--- src/rtl/eprom_rd_pkg.sv ---
package eprom_rd_pkg;

   typedef enum logic [1:0] {
      RD_IDLE,
      RD_LEAD,
      RD_ACCESS,
      RD_FLOAT
   } rd_state_e;

   // rounded-up cycle count plus one margin cycle
   function automatic int wait_cycles(input int ns, input int clk_ns);
      return (ns + clk_ns - 1) / clk_ns + 1;
   endfunction

   function automatic int max2(input int a, input int b);
      return (a > b) ? a : b;
   endfunction

endpackage

--- src/rtl/eprom_rd_timer.sv ---
module eprom_rd_timer #(
   parameter int TW = 4
) (
   input  logic          clk,
   input  logic          rst_n,
   input  logic          load,
   input  logic [TW-1:0] load_val,
   output logic          last
);

   logic [TW-1:0] cnt;

   always_ff @(posedge clk or negedge rst_n) begin
      if (!rst_n)
         cnt <= '0;
      else if (load)
         cnt <= load_val;
      else if (cnt != '0)
         cnt <= cnt - TW'(1);
   end

   // a phase loaded with N ends on the N-th edge after loading
   assign last = (cnt == TW'(1));

   AST_TMR_LOAD_NONZERO: assert property (@(posedge clk) disable iff (!rst_n)
      load |-> (load_val != '0));

endmodule

--- src/rtl/eprom_rd_fsm.sv ---
module eprom_rd_fsm
   import eprom_rd_pkg::*;
#(
   parameter int   AW      = 18,
   parameter int   DW      = 16,
   parameter int   TW      = 4,
   parameter int   LEAD_C  = 9,
   parameter int   OE_C    = 6,
   parameter int   DF_C    = 6,
   parameter logic CE_IDLE = 1'b1
) (
   input  logic          clk,
   input  logic          rst_n,
   input  logic          rd_req,
   input  logic [AW-1:0] rd_addr,
   input  logic [DW-1:0] mem_data,
   input  logic          tmr_last,
   output logic          tmr_load,
   output logic [TW-1:0] tmr_val,
   output logic          busy,
   output logic          rd_valid,
   output logic [DW-1:0] rd_data,
   output logic [AW-1:0] mem_addr,
   output logic          mem_ce_n,
   output logic          mem_oe_n
);

   rd_state_e state;

   assign busy = (state != RD_IDLE);

   always_comb begin
      tmr_load = 1'b0;
      tmr_val  = '0;
      unique case (state)
         RD_IDLE: if (rd_req) begin
            tmr_load = 1'b1;
            tmr_val  = (LEAD_C == 0) ? TW'(OE_C) : TW'(LEAD_C);
         end
         RD_LEAD: if (tmr_last) begin
            tmr_load = 1'b1;
            tmr_val  = TW'(OE_C);
         end
         RD_ACCESS: if (tmr_last) begin
            tmr_load = 1'b1;
            tmr_val  = TW'(DF_C);
         end
         default: ;
      endcase
   end

   always_ff @(posedge clk or negedge rst_n) begin
      if (!rst_n) begin
         state    <= RD_IDLE;
         rd_valid <= 1'b0;
         rd_data  <= '0;
         mem_addr <= '0;
         mem_ce_n <= CE_IDLE;
         mem_oe_n <= 1'b1;
      end else begin
         rd_valid <= 1'b0;
         unique case (state)
            RD_IDLE: if (rd_req) begin
               mem_addr <= rd_addr;
               mem_ce_n <= 1'b0;
               if (LEAD_C == 0) begin
                  mem_oe_n <= 1'b0;
                  state    <= RD_ACCESS;
               end else begin
                  state    <= RD_LEAD;
               end
            end
            RD_LEAD: if (tmr_last) begin
               mem_oe_n <= 1'b0;
               state    <= RD_ACCESS;
            end
            RD_ACCESS: if (tmr_last) begin
               // sample and release on one edge: zero output hold
               rd_data  <= mem_data;
               rd_valid <= 1'b1;
               mem_oe_n <= 1'b1;
               mem_ce_n <= CE_IDLE;
               state    <= RD_FLOAT;
            end
            RD_FLOAT: if (tmr_last) state <= RD_IDLE;
            default: state <= RD_IDLE;
         endcase
      end
   end

   AST_OE_WITH_CE: assert property (@(posedge clk) disable iff (!rst_n)
      !mem_oe_n |-> !mem_ce_n);
   AST_VALID_ONE_CYCLE: assert property (@(posedge clk) disable iff (!rst_n)
      rd_valid |=> !rd_valid);
   AST_ADDR_HELD: assert property (@(posedge clk) disable iff (!rst_n)
      busy |=> $stable(mem_addr));
   AST_OE_RELEASE_AT_CAPTURE: assert property (@(posedge clk) disable iff (!rst_n)
      $rose(mem_oe_n) |-> rd_valid);
   AST_VALID_IN_BUSY: assert property (@(posedge clk) disable iff (!rst_n)
      rd_valid |-> busy);
   AST_FLOAT_HOLDS_BUSY: assert property (@(posedge clk) disable iff (!rst_n)
      (state == RD_FLOAT && !tmr_last) |=> busy);

endmodule

--- src/rtl/eprom_rd_ctrl.sv ---
module eprom_rd_ctrl
   import eprom_rd_pkg::*;
#(
   parameter int AW           = 18,
   parameter int DW           = 16,
   parameter int CLK_NS       = 4,
   parameter int T_ACC_NS     = 55,
   parameter int T_CE_NS      = 55,
   parameter int T_OE_NS      = 20,
   parameter int T_DF_NS      = 20,
   parameter bit IDLE_STANDBY = 1'b1
) (
   input  logic          clk,
   input  logic          rst_n,
   input  logic          rd_req,
   input  logic [AW-1:0] rd_addr,
   output logic          busy,
   output logic          rd_valid,
   output logic [DW-1:0] rd_data,
   output logic [AW-1:0] mem_addr,
   output logic          mem_ce_n,
   output logic          mem_oe_n,
   input  logic [DW-1:0] mem_data
);

   localparam int ACC_C    = wait_cycles(T_ACC_NS, CLK_NS);
   localparam int CE_C     = wait_cycles(T_CE_NS, CLK_NS);
   localparam int OE_C     = wait_cycles(T_OE_NS, CLK_NS);
   localparam int DF_C     = wait_cycles(T_DF_NS, CLK_NS);
   localparam int STROBE_C = max2(ACC_C, CE_C);
   localparam int LEAD_C   = (STROBE_C > OE_C) ? STROBE_C - OE_C : 0;
   localparam int MAX_C    = max2(max2(LEAD_C, OE_C), DF_C);
   localparam int TW       = $clog2(MAX_C + 1);

   initial begin
      assert (CLK_NS > 0) else $error("CLK_NS must be positive");
      assert (AW > 0 && DW > 0) else $error("bus widths must be positive");
      assert (T_ACC_NS >= 0 && T_CE_NS >= 0 && T_OE_NS >= 0 && T_DF_NS >= 0)
         else $error("delays must not be negative");
   end

   logic          tmr_load;
   logic [TW-1:0] tmr_val;
   logic          tmr_last;

   eprom_rd_timer #(.TW(TW)) u_timer (
      .clk      (clk),
      .rst_n    (rst_n),
      .load     (tmr_load),
      .load_val (tmr_val),
      .last     (tmr_last)
   );

   if (IDLE_STANDBY) begin : g_standby
      eprom_rd_fsm #(
         .AW(AW), .DW(DW), .TW(TW), .LEAD_C(LEAD_C), .OE_C(OE_C),
         .DF_C(DF_C), .CE_IDLE(1'b1)
      ) u_fsm (
         .clk(clk), .rst_n(rst_n), .rd_req(rd_req), .rd_addr(rd_addr),
         .mem_data(mem_data), .tmr_last(tmr_last), .tmr_load(tmr_load),
         .tmr_val(tmr_val), .busy(busy), .rd_valid(rd_valid),
         .rd_data(rd_data), .mem_addr(mem_addr), .mem_ce_n(mem_ce_n),
         .mem_oe_n(mem_oe_n)
      );
   end else begin : g_hold
      eprom_rd_fsm #(
         .AW(AW), .DW(DW), .TW(TW), .LEAD_C(LEAD_C), .OE_C(OE_C),
         .DF_C(DF_C), .CE_IDLE(1'b0)
      ) u_fsm (
         .clk(clk), .rst_n(rst_n), .rd_req(rd_req), .rd_addr(rd_addr),
         .mem_data(mem_data), .tmr_last(tmr_last), .tmr_load(tmr_load),
         .tmr_val(tmr_val), .busy(busy), .rd_valid(rd_valid),
         .rd_data(rd_data), .mem_addr(mem_addr), .mem_ce_n(mem_ce_n),
         .mem_oe_n(mem_oe_n)
      );
   end

endmodule

--- config.mk ---
export PLATFORM = sky130hd
export DESIGN_NAME = eprom_rd_ctrl
export DESIGN_NICKNAME = d
export VERILOG_FILES = /design/src/rtl/eprom_rd_pkg.sv /design/src/rtl/eprom_rd_timer.sv /design/src/rtl/eprom_rd_fsm.sv /design/src/rtl/eprom_rd_ctrl.sv
export SDC_FILE = /design/constraint.sdc
export NUM_CORES = 1
export LEC_CHECK = 0
export BUFFER_PORTS_ARGS = -buffer_cell sky130_fd_sc_hd__buf_2
export CAP_MARGIN = 20
export CORE_ASPECT_RATIO = 1.5
export CORE_MARGIN = 8
export CORE_UTILIZATION = 30
export DETAILED_ROUTE_END_ITERATION = 10
export PLACE_DENSITY_LB_ADDON = 0.25
export SLEW_MARGIN = 0
export SYNTH_ARGS = -nofsm -noshare
export SYNTH_HDL_FRONTEND = slang
export SYNTH_SLANG_ARGS = --single-unit
--- constraint.sdc ---
create_clock -name clk -period 3 [get_ports clk]
set_clock_uncertainty 0.1 [all_clocks]
set_input_delay 0.3 -clock clk [delete_from_list [all_inputs] [get_ports clk]]
set_output_delay 0.3 -clock clk [all_outputs]
set_load 0.05 [all_outputs]
==> results of run 1 <==
==> stage by stage <==
stage | hold slack, ns | util, % | instance area [sq um] | instances
after floorplan | -0.0956 | - | 1860 | 122
after global placement | 0.385 | 37.4 | 2280 | 266
after detailed placement | 0.387 | 37.4 | 2280 | 266
after CTS | 0.0977 | 38.7 | 2360 | 274
after global routing | 0.124 | 38.7 | 2360 | 274
final | 0.0375 | 38.7 | 2360 | 274
==> cells in the mapped netlist <==
master	number
a21o_2	1
a21oi_1	2
a32oi_1	1
and2_4	1
and3b_2	1
buf_12	2
buf_2	2
dfrtp_1	41
dfstp_2	2
ha_1	8
inv_1	5
mux2_2	28
mux2_4	8
nand2_1	2
nand2b_1	1
nand3b_1	1
nor2_1	3
nor3_1	2
nor3b_1	1
nor3b_4	1
o21ai_0	2
o21bai_1	1
o22ai_1	1
o31ai_1	1
o32ai_1	1
xnor2_1	3
==> per-layer routing <==
| layer | vias up | routed length (um) | global-route usage [%] | part of all wire (%) |
|---|---|---|---|---|
| met1 | 614 | 1390 | 9.05 | 35 |
| met5 | - | 0 | 0 | 0 |
| met2 | 29 | 2250 | 16.9 | 57 |
| met4 | 0 | 75 | 4.39 | 1.9 |
| li1 | 573 | - | - | - |
| met3 | 5 | 240 | 3.12 | 6.1 |
==> flip-flops by register name, summed over array words and instances (netlist names) <==
name / cells
g_standby.u_fsm.rd_valid: 1
u_timer.cnt: 4
g_standby.u_fsm.mem_ce_n: 1
g_standby.u_fsm.mem_addr: 18
g_standby.u_fsm.mem_oe_n: 1
g_standby.u_fsm.state: 2
g_standby.u_fsm.rd_data: 16
==> path summary, 6_finish.rpt <==
check | endpoint | from
max reg2reg | g_standby.u_fsm.mem_addr[0] | g_standby.u_fsm.state[1]
min reg2reg | g_standby.u_fsm.mem_addr[11] | g_standby.u_fsm.mem_addr[11]
min | g_standby.u_fsm.rd_data[0] | rst_n
max in group asynchronous | g_standby.u_fsm.mem_addr[11] | rst_n
min in group clk | g_standby.u_fsm.rd_data[3] | mem_data[3]
max | g_standby.u_fsm.mem_addr[0] | g_standby.u_fsm.state[1]
==> final cells by class <==
class | instances | area share (%)
clock buffers | 7 | 3.24
clock inverters | 1 | 0.212
flip-flops and latches | 43 | 45.7
inverters | 5 | 0.796
well taps | 74 | 3.93
multi-input cells | 70 | 30.4
repair buffers | 74 | 15.7
==> layout by cell type, fill, tap and decap left out <==
cell / synthesis / layout
nor3_1: 2 / 2
buf_2: 2 / 74
nand2b_1: 1 / 1
o21bai_1: 1 / 1
nand3b_1: 1 / 1
o21ai_0: 2 / 2
clkbuf_8: 0 / 5
nor3b_1: 1 / 1
dfstp_2: 2 / 2
and3b_2: 1 / 1
inv_1: 5 / 5
ha_1: 8 / 8
nand2_1: 2 / 2
mux2_2: 28 / 28
a21oi_1: 2 / 2
clkinv_2: 0 / 1
a32oi_1: 1 / 1
a21o_2: 1 / 1
and2_4: 1 / 1
o22ai_1: 1 / 1
nor2_1: 3 / 3
dfrtp_1: 41 / 41
o32ai_1: 1 / 1
o31ai_1: 1 / 1
xnor2_1: 3 / 3
nor3b_4: 1 / 1
mux2_4: 8 / 8
clkbuf_1: 0 / 2
==> cell families after synthesis <==
| logic type | count (synthesis) | synth area share, % |
|---|---|---|
| xor gates and xnor gates | 3 | 1.41 |
| and+or+nand+nor | 13 | 4.70 |
| DFF | 43 | 57.9 |
| AOI/OAI and AO/OA | 10 | 3.62 |
| buffers and inverters | 9 | 3.69 |
| adders and majority gates | 8 | 5.37 |
| muxes | 36 | 23.4 |
==> flow_summary.toml, run 1 <==
[floorplan]
die_area_sq_mm = 0.00905
ioPinCount = 75
die_y_um = 113
num_rows = 35
core_sq_mm = 0.00609
start_util_pct = 30.6
die_w_um = 80.4

[clocking]
clk_pin_slew_ns = 0.08
post_cts_buffers = 0
clk_latency_ns = 0.29
clock-root-buffer = "clkbuf_8"
cts.path.max_buffers = 2
h-tree-depth = 2
numCtsBuffers = 5
cts_num_sinks = 43
cts_resized = 0
cts_tree = "done"
cts_hold_buf = 0

[timing]
finalWorstSetupSlack_ns = 0.966
finalHoldViolCount = 0
layout_min_cycle_time_ns = 2.03
finalSetupTns_ns = 0
period_share_pct = 67.8
finalMaxSlewViolations = 0
max_freq_mhz = 492
slew_headroom_pct = 37.1
tightestPinTransition_ns = 0.943
setup_viol_count_final = 0
rsz0062_at_grt = "no"

[logic_synthesis]
ys_seq_elements = 43
postSynthAreaPerCell_sq_um = 15.3
syn_area_sq_mm = 0.00186
synth_largest_area_cell = "dfrtp_1"
yosys_warnings = 0
syn_nets = 167
synth_top_area_share_pct = 55.0
ys_types = 26
synthTopCellsByArea = "dfrtp_1 55%, mux2_2 17%, mux2_4 6.4%"
synthCells = 122
seq_area_frac_synth_pct = 57.9

[critical_path]
worstSetupPathDepth = 4
crit_family = "simple AND/OR/NAND/NOR gates"
cp.required_ns = 3.07
end_kind = "flop"
cpPeakStageDelay_ns = 0.66
critPathArrivalTime_ns = 2.10
path_max_fanout = 22
startpoint_type = "flop"
r2r_slack_ns = 0.97
path_buf_inv = 1
cp_slowest_cell = "nand2_1"
r2r_cells = 4
crit_path_cell_trace = "inv_1 > ha_1 > nand2_1 > mux2_2"
critical_path_class = "flop to flop"

[cells_and_area]
fillers = 606
final_nets = 244
multiInputGateArea_sq_um = 717
drive_gt1_share_pct = 61.0
antenna_cells = 0
register_area_sq_mm = 0.00108
syn_to_final_growth_pct = 26.5

[global_routing]
grt_pass1_wl_mm = 6.66
grt_pass1_vias = 1392
grt_overflow_total = 0
grt_max_degree = 44
antenna_found_initial = 0
grt_usage_pct = 9.37

[outcome]
status = "completed"

[drt]
vias_per_cell = 4.46
antenna_left = 0
postRouteWirelength_mm = 3.95
drc = 0
firstDrtPassIters = 2
vias = 1221
wl_per_cell_um = 14.4
drt-initial-drc-count = 21

[placed_design]
pre_cts_slack_ns = 0.930
port_buffers = 74
gp_congestion = 0.738
hpwl_mm = 3.01

[hold_path]
min_path_type = "input port to async pin"

[run]
cap_violations = 0
Power of run 1 is left out: the tool's default activity adds up to more than one toggle a clock period on the data nets, which glitch-free logic cannot reach.
==> inputs of run 2 (changes only) <==
==> constraint.sdc (replaced) <==
create_clock -name clk -period 2.1 [get_ports clk]
set_clock_uncertainty 0.1 [all_clocks]
set_input_delay 0.21 -clock clk [delete_from_list [all_inputs] [get_ports clk]]
set_output_delay 0.21 -clock clk [all_outputs]
set_load 0.05 [all_outputs]
==> flow_summary.toml, run 2 (synthesized netlist as in run 1, its figures left out) <==
[drt]
vias = 1218
drt-initial-drc-count = 20
drc = 0
firstDrtPassIters = 4
m1WireLength_mm = 1.55
route.met2.wl_mm = 2.24
wl_per_cell_um = 14.5
postRouteWirelength_mm = 4.07
vias_per_cell = 4.35
met3_wirelength_um = 206
antenna_left = 0
dr.max_layer_used = "met4"

[floorplan]
num_rows = 35
core_sq_mm = 0.00609
die_area_sq_mm = 0.00905
start_util_pct = 30.6
ioPinCount = 75
die_y_um = 113
die_w_um = 80.4

[cells_and_area]
largest-register = "g_standby.u_fsm.mem_addr"
antenna_cells = 0
final_cell_mix = "74 x buf_2, 41 x dfrtp_1, 28 x mux2_2, 8 x mux2_4, 8 x ha_1"
final_nets = 250
largest_register_ff_count = 18
layout_commonest_cell = "buf_2"
final_util_pct = 39.5
syn_to_final_growth_pct = 29.0
reg_top3 = "g_standby.u_fsm.mem_addr: 18 flops, g_standby.u_fsm.rd_data: 16 flops, u_timer.cnt: 4 flops"
drive_gt1_share_pct = 61.2

[global_routing]
antenna_found_initial = 0
grt_max_degree = 34
grt_pass1_vias = 1350
grt_overflow_total = 0
grt_usage_pct = 9.47
grt_pass1_wl_mm = 6.74

[critical_path]
critical_path_class = "flop to flop"
cpPeakStageDelay_ns = 0.38
startpoint_type = "flop"
crit_path_cell_trace = "inv_1 > ha_1 > nor3b_4 > and2_4 > mux2_2"
cp.required_ns = 2.17
cp_slowest_cell = "dfrtp_1"
critPathArrivalTime_ns = 1.96
path_max_fanout = 18
end_kind = "flop"

[timing]
finalSetupTns_ns = 0
max_freq_mhz = 529
finalMaxSlewViolations = 0
period_share_pct = 90.0
tightestPinTransition_ns = 0.726
setup_viol_count_final = 0
finalWorstSetupSlack_ns = 0.210
layout_min_cycle_time_ns = 1.89
rsz0062_at_grt = "no"
finalHoldViolCount = 0
slew_headroom_pct = 51.6

[placed_design]
gp_congestion = 0.720
pre_cts_slack_ns = 0.211
port_buffers = 74
hpwl_mm = 3.18

[hold_path]
min_path_type = "input port to flop"

[clocking]
cts_resized = 0
numCtsBuffers = 5
clk_latency_ns = 0.28
cts_tree = "done"
cts.path.max_buffers = 2
h-tree-depth = 2
post_cts_buffers = 0
clock-root-buffer = "clkbuf_8"
clk_pin_slew_ns = 0.08
cts_num_sinks = 43

[outcome]
status = "completed"

[run]
cap_violations = 0
-- run 2: routing by layer --
layer  track usage, %  vias to the layer above
met5                0                        -
met3             2.72                        6
li1                 -                      588
met2             16.8                       29
met1             9.88                      595
met4             4.02                        0
-- run 2: path summary, 6_finish.rpt --
| kind | start | end | slack (ns) | cells past startpoint |
|---|---|---|---|---|
| max in group asynchronous | rst_n | g_standby.u_fsm.mem_addr[17] | 0.87 | 3 |
| hold / removal | rd_addr[9] | g_standby.u_fsm.mem_addr[9] | 0.05 | 2 |
| min in group asynchronous | rst_n | g_standby.u_fsm.rd_data[0] | 0.41 | 2 |
| setup reg to reg | u_timer.cnt[1] | g_standby.u_fsm.rd_data[0] | 0.21 | 5 |
| hold reg to reg | g_standby.u_fsm.mem_addr[5] | g_standby.u_fsm.mem_addr[5] | 0.40 | 1 |
| setup / recovery | u_timer.cnt[1] | g_standby.u_fsm.rd_data[0] | 0.21 | 5 |
-- run 2: metrics by stage --
stage                     hold WS (ns)  instances  area, sq um
final                           0.0482        280         2400
after detailed placement         0.225        271         2310
after CTS                       0.0347        280         2400
after global placement           0.228        271         2310
after global routing            0.0247        280         2400
after floorplan                 -0.186        122         1860
-- run 2: final cells by class --
| class | instances | area, sq um |
|---|---|---|
| timing repair buffer | 80 | 418 |
| multi-input combinational | 70 | 717 |
| inverter | 5 | 18.8 |
| clock buffer | 8 | 80.1 |
| tap | 74 | 92.6 |
| fill | 615 | 3680 |
| sequential | 43 | 1080 |
-- run 2: critical path: cells and delay by family (launching register included) --
kind                     cells  cell delay (ns)
flip-flops                   1             0.38
adder cells (fa/ha/maj)      1             0.16
AND/OR/NAND/NOR              2             0.65
multiplexers                 1             0.37
buffers and inverters        1             0.11
-- run 2: timing repair --
item	4_1_cts	5_1_grt
endpoints found under the hold margin	29	0
hold buffers	1	0
endpoints found under the setup margin	0	0
Power of run 2 is left out for the same reason.
==> inputs of run 3 (changes only) <==
--- a/config.mk
+++ b/config.mk
@@ -9,7 +9,7 @@
 export CAP_MARGIN = 20
 export CORE_ASPECT_RATIO = 1.5
 export CORE_MARGIN = 8
-export CORE_UTILIZATION = 30
+export CORE_UTILIZATION = 35
 export DETAILED_ROUTE_END_ITERATION = 10
 export PLACE_DENSITY_LB_ADDON = 0.25
 export SLEW_MARGIN = 0
==> flow_summary.toml, run 3 (synthesized netlist as in run 1, its figures left out) <==
[cells_and_area]
final_nets = 248
antenna_cells = 0
layout_commonest_cell = "buf_2"
reg_top3 = "g_standby.u_fsm.mem_addr: 18 flops, g_standby.u_fsm.rd_data: 16 flops, u_timer.cnt: 4 flops"
final_cell_mix = "74 x buf_2, 41 x dfrtp_1, 28 x mux2_2, 8 x mux2_4, 8 x ha_1"
largest_register_ff_count = 18
fillers = 511
drive_gt1_share_pct = 62.3
largest-register = "g_standby.u_fsm.mem_addr"
syn_to_final_growth_pct = 30.2

[clocking]
h-tree-depth = 2
cts_resized = 0
cts.path.max_buffers = 2
clk_latency_ns = 0.29
cts_num_sinks = 43
post_cts_buffers = 0
clk_pin_slew_ns = 0.08
clock-root-buffer = "clkbuf_8"
numCtsBuffers = 5
cts_tree = "done"

[drt]
antenna_left = 0
postRouteWirelength_mm = 4.00
drc = 0
wl_per_cell_um = 14.7
firstDrtPassIters = 4
vias = 1215
drt-initial-drc-count = 35
vias_per_cell = 4.47

[timing]
finalMaxSlewViolations = 0
slew_headroom_pct = 71.1
period_share_pct = 89.5
layout_min_cycle_time_ns = 1.88
finalSetupTns_ns = 0
tightestPinTransition_ns = 0.434
finalHoldViolCount = 0
max_freq_mhz = 532
rsz0062_at_grt = "no"
setup_viol_count_final = 0

[floorplan]
die_w_um = 75.6
ioPinCount = 75
start_util_pct = 36.4
core_sq_mm = 0.00512
num_rows = 32
die_area_sq_mm = 0.00797
die_y_um = 105

[critical_path]
worst_r2r_endpoint = "g_standby.u_fsm.rd_data[0]"
path_max_fanout = 18
r2r_cells = 5
critPathArrivalTime_ns = 1.97
crit_path_cell_trace = "inv_1 > ha_1 > nor3b_4 > and2_4 > mux2_2"
path_buf_inv = 1
cp.required_ns = 2.19
critical_path_class = "flop to flop"
crit_family = "simple AND/OR/NAND/NOR gates"
startpoint_type = "flop"
regToRegStartpoint = "u_timer.cnt[1]"
end_kind = "flop"
cp_slowest_cell = "dfrtp_1"
cpPeakStageDelay_ns = 0.38
r2r_slack_ns = 0.22

[global_routing]
antenna_found_initial = 0
grt_pass1_wl_mm = 6.69
grt_usage_pct = 10.9
grt_max_degree = 26
grt_overflow_total = 0
grt_pass1_vias = 1400

[placed_design]
gp_congestion = 0.761
port_buffers = 74
hpwl_mm = 3.21

[hold_path]
holdPathStages = 2
min_path_type = "input port to flop"
min_to = "g_standby.u_fsm.rd_data[2]"
hp-start = "mem_data[2]"

[outcome]
status = "completed"

[run]
cap_violations = 0
## run 3: worst max path at each step
stage / start / endpoint / slack [ns] / cells past startpoint
after CTS: u_timer.cnt[1] / g_standby.u_fsm.rd_data[6] / 0.21 / 5
after global placement: u_timer.cnt[1] / g_standby.u_fsm.rd_data[1] / 0.27 / 5
final: u_timer.cnt[1] / g_standby.u_fsm.rd_data[0] / 0.22 / 5
after global routing: u_timer.cnt[1] / g_standby.u_fsm.rd_data[15] / 0.11 / 5
after floorplan: u_timer.cnt[1] / g_standby.u_fsm.rd_data[10] / 0.33 / 7
after detailed placement: u_timer.cnt[1] / g_standby.u_fsm.rd_data[6] / 0.21 / 5
## run 3: repair_timing
action | 4_1_cts | 5_1_grt
hold buffers | 1 | 0
setup endpoints to repair | 0 | 0
hold endpoints to repair | 17 | 0
## run 3: through the flow
stage	utilization (%)	std cells	hold WS (ns)	cell area (sq um)	worst slack [ns]
6_report	47.4	272	0.0395	2430	0.220
3_3_place_gp	45.0	263	0.0866	2300	0.270
4_1_cts	47.4	272	0.0285	2430	0.207
2_1_floorplan	-	122	-0.186	1860	0.326
5_1_grt	47.4	272	0.0251	2430	0.109
3_5_place_dp	45.0	263	0.0889	2300	0.214
## run 3: cell type report
class                           count  area (sq um)  area share [%]
Multi-Input combinational cell     70           717            29.5
Tap cell                           68          85.1            3.51
Sequential cell                    43          1080            44.4
Timing Repair Buffer               78           415            17.1
Inverter                            5          18.8           0.773
Clock buffer                        5          68.8            2.84
Clock inverter                      3          43.8            1.80
## run 3: per-layer routing
layer / vias to the layer above / global-route usage (%) / share of wire [%]
met5: - / 0 / 0
met1: 592 / 10.2 / 35
li1: 582 / - / -
met4: 0 / 4.97 / 2.0
met2: 35 / 19.5 / 56
met3: 6 / 4.46 / 7.8
## run 3: worst reg2reg max path: cells and delay by family (launching register included)
kind	cells	cell delay [ns]
multiplexers	1	0.38
AND/OR/NAND/NOR	2	0.65
adder cells (fa/ha/maj)	1	0.16
flip-flops	1	0.38
buffers and inverters	1	0.11
Power of run 3 is left out for the same reason.
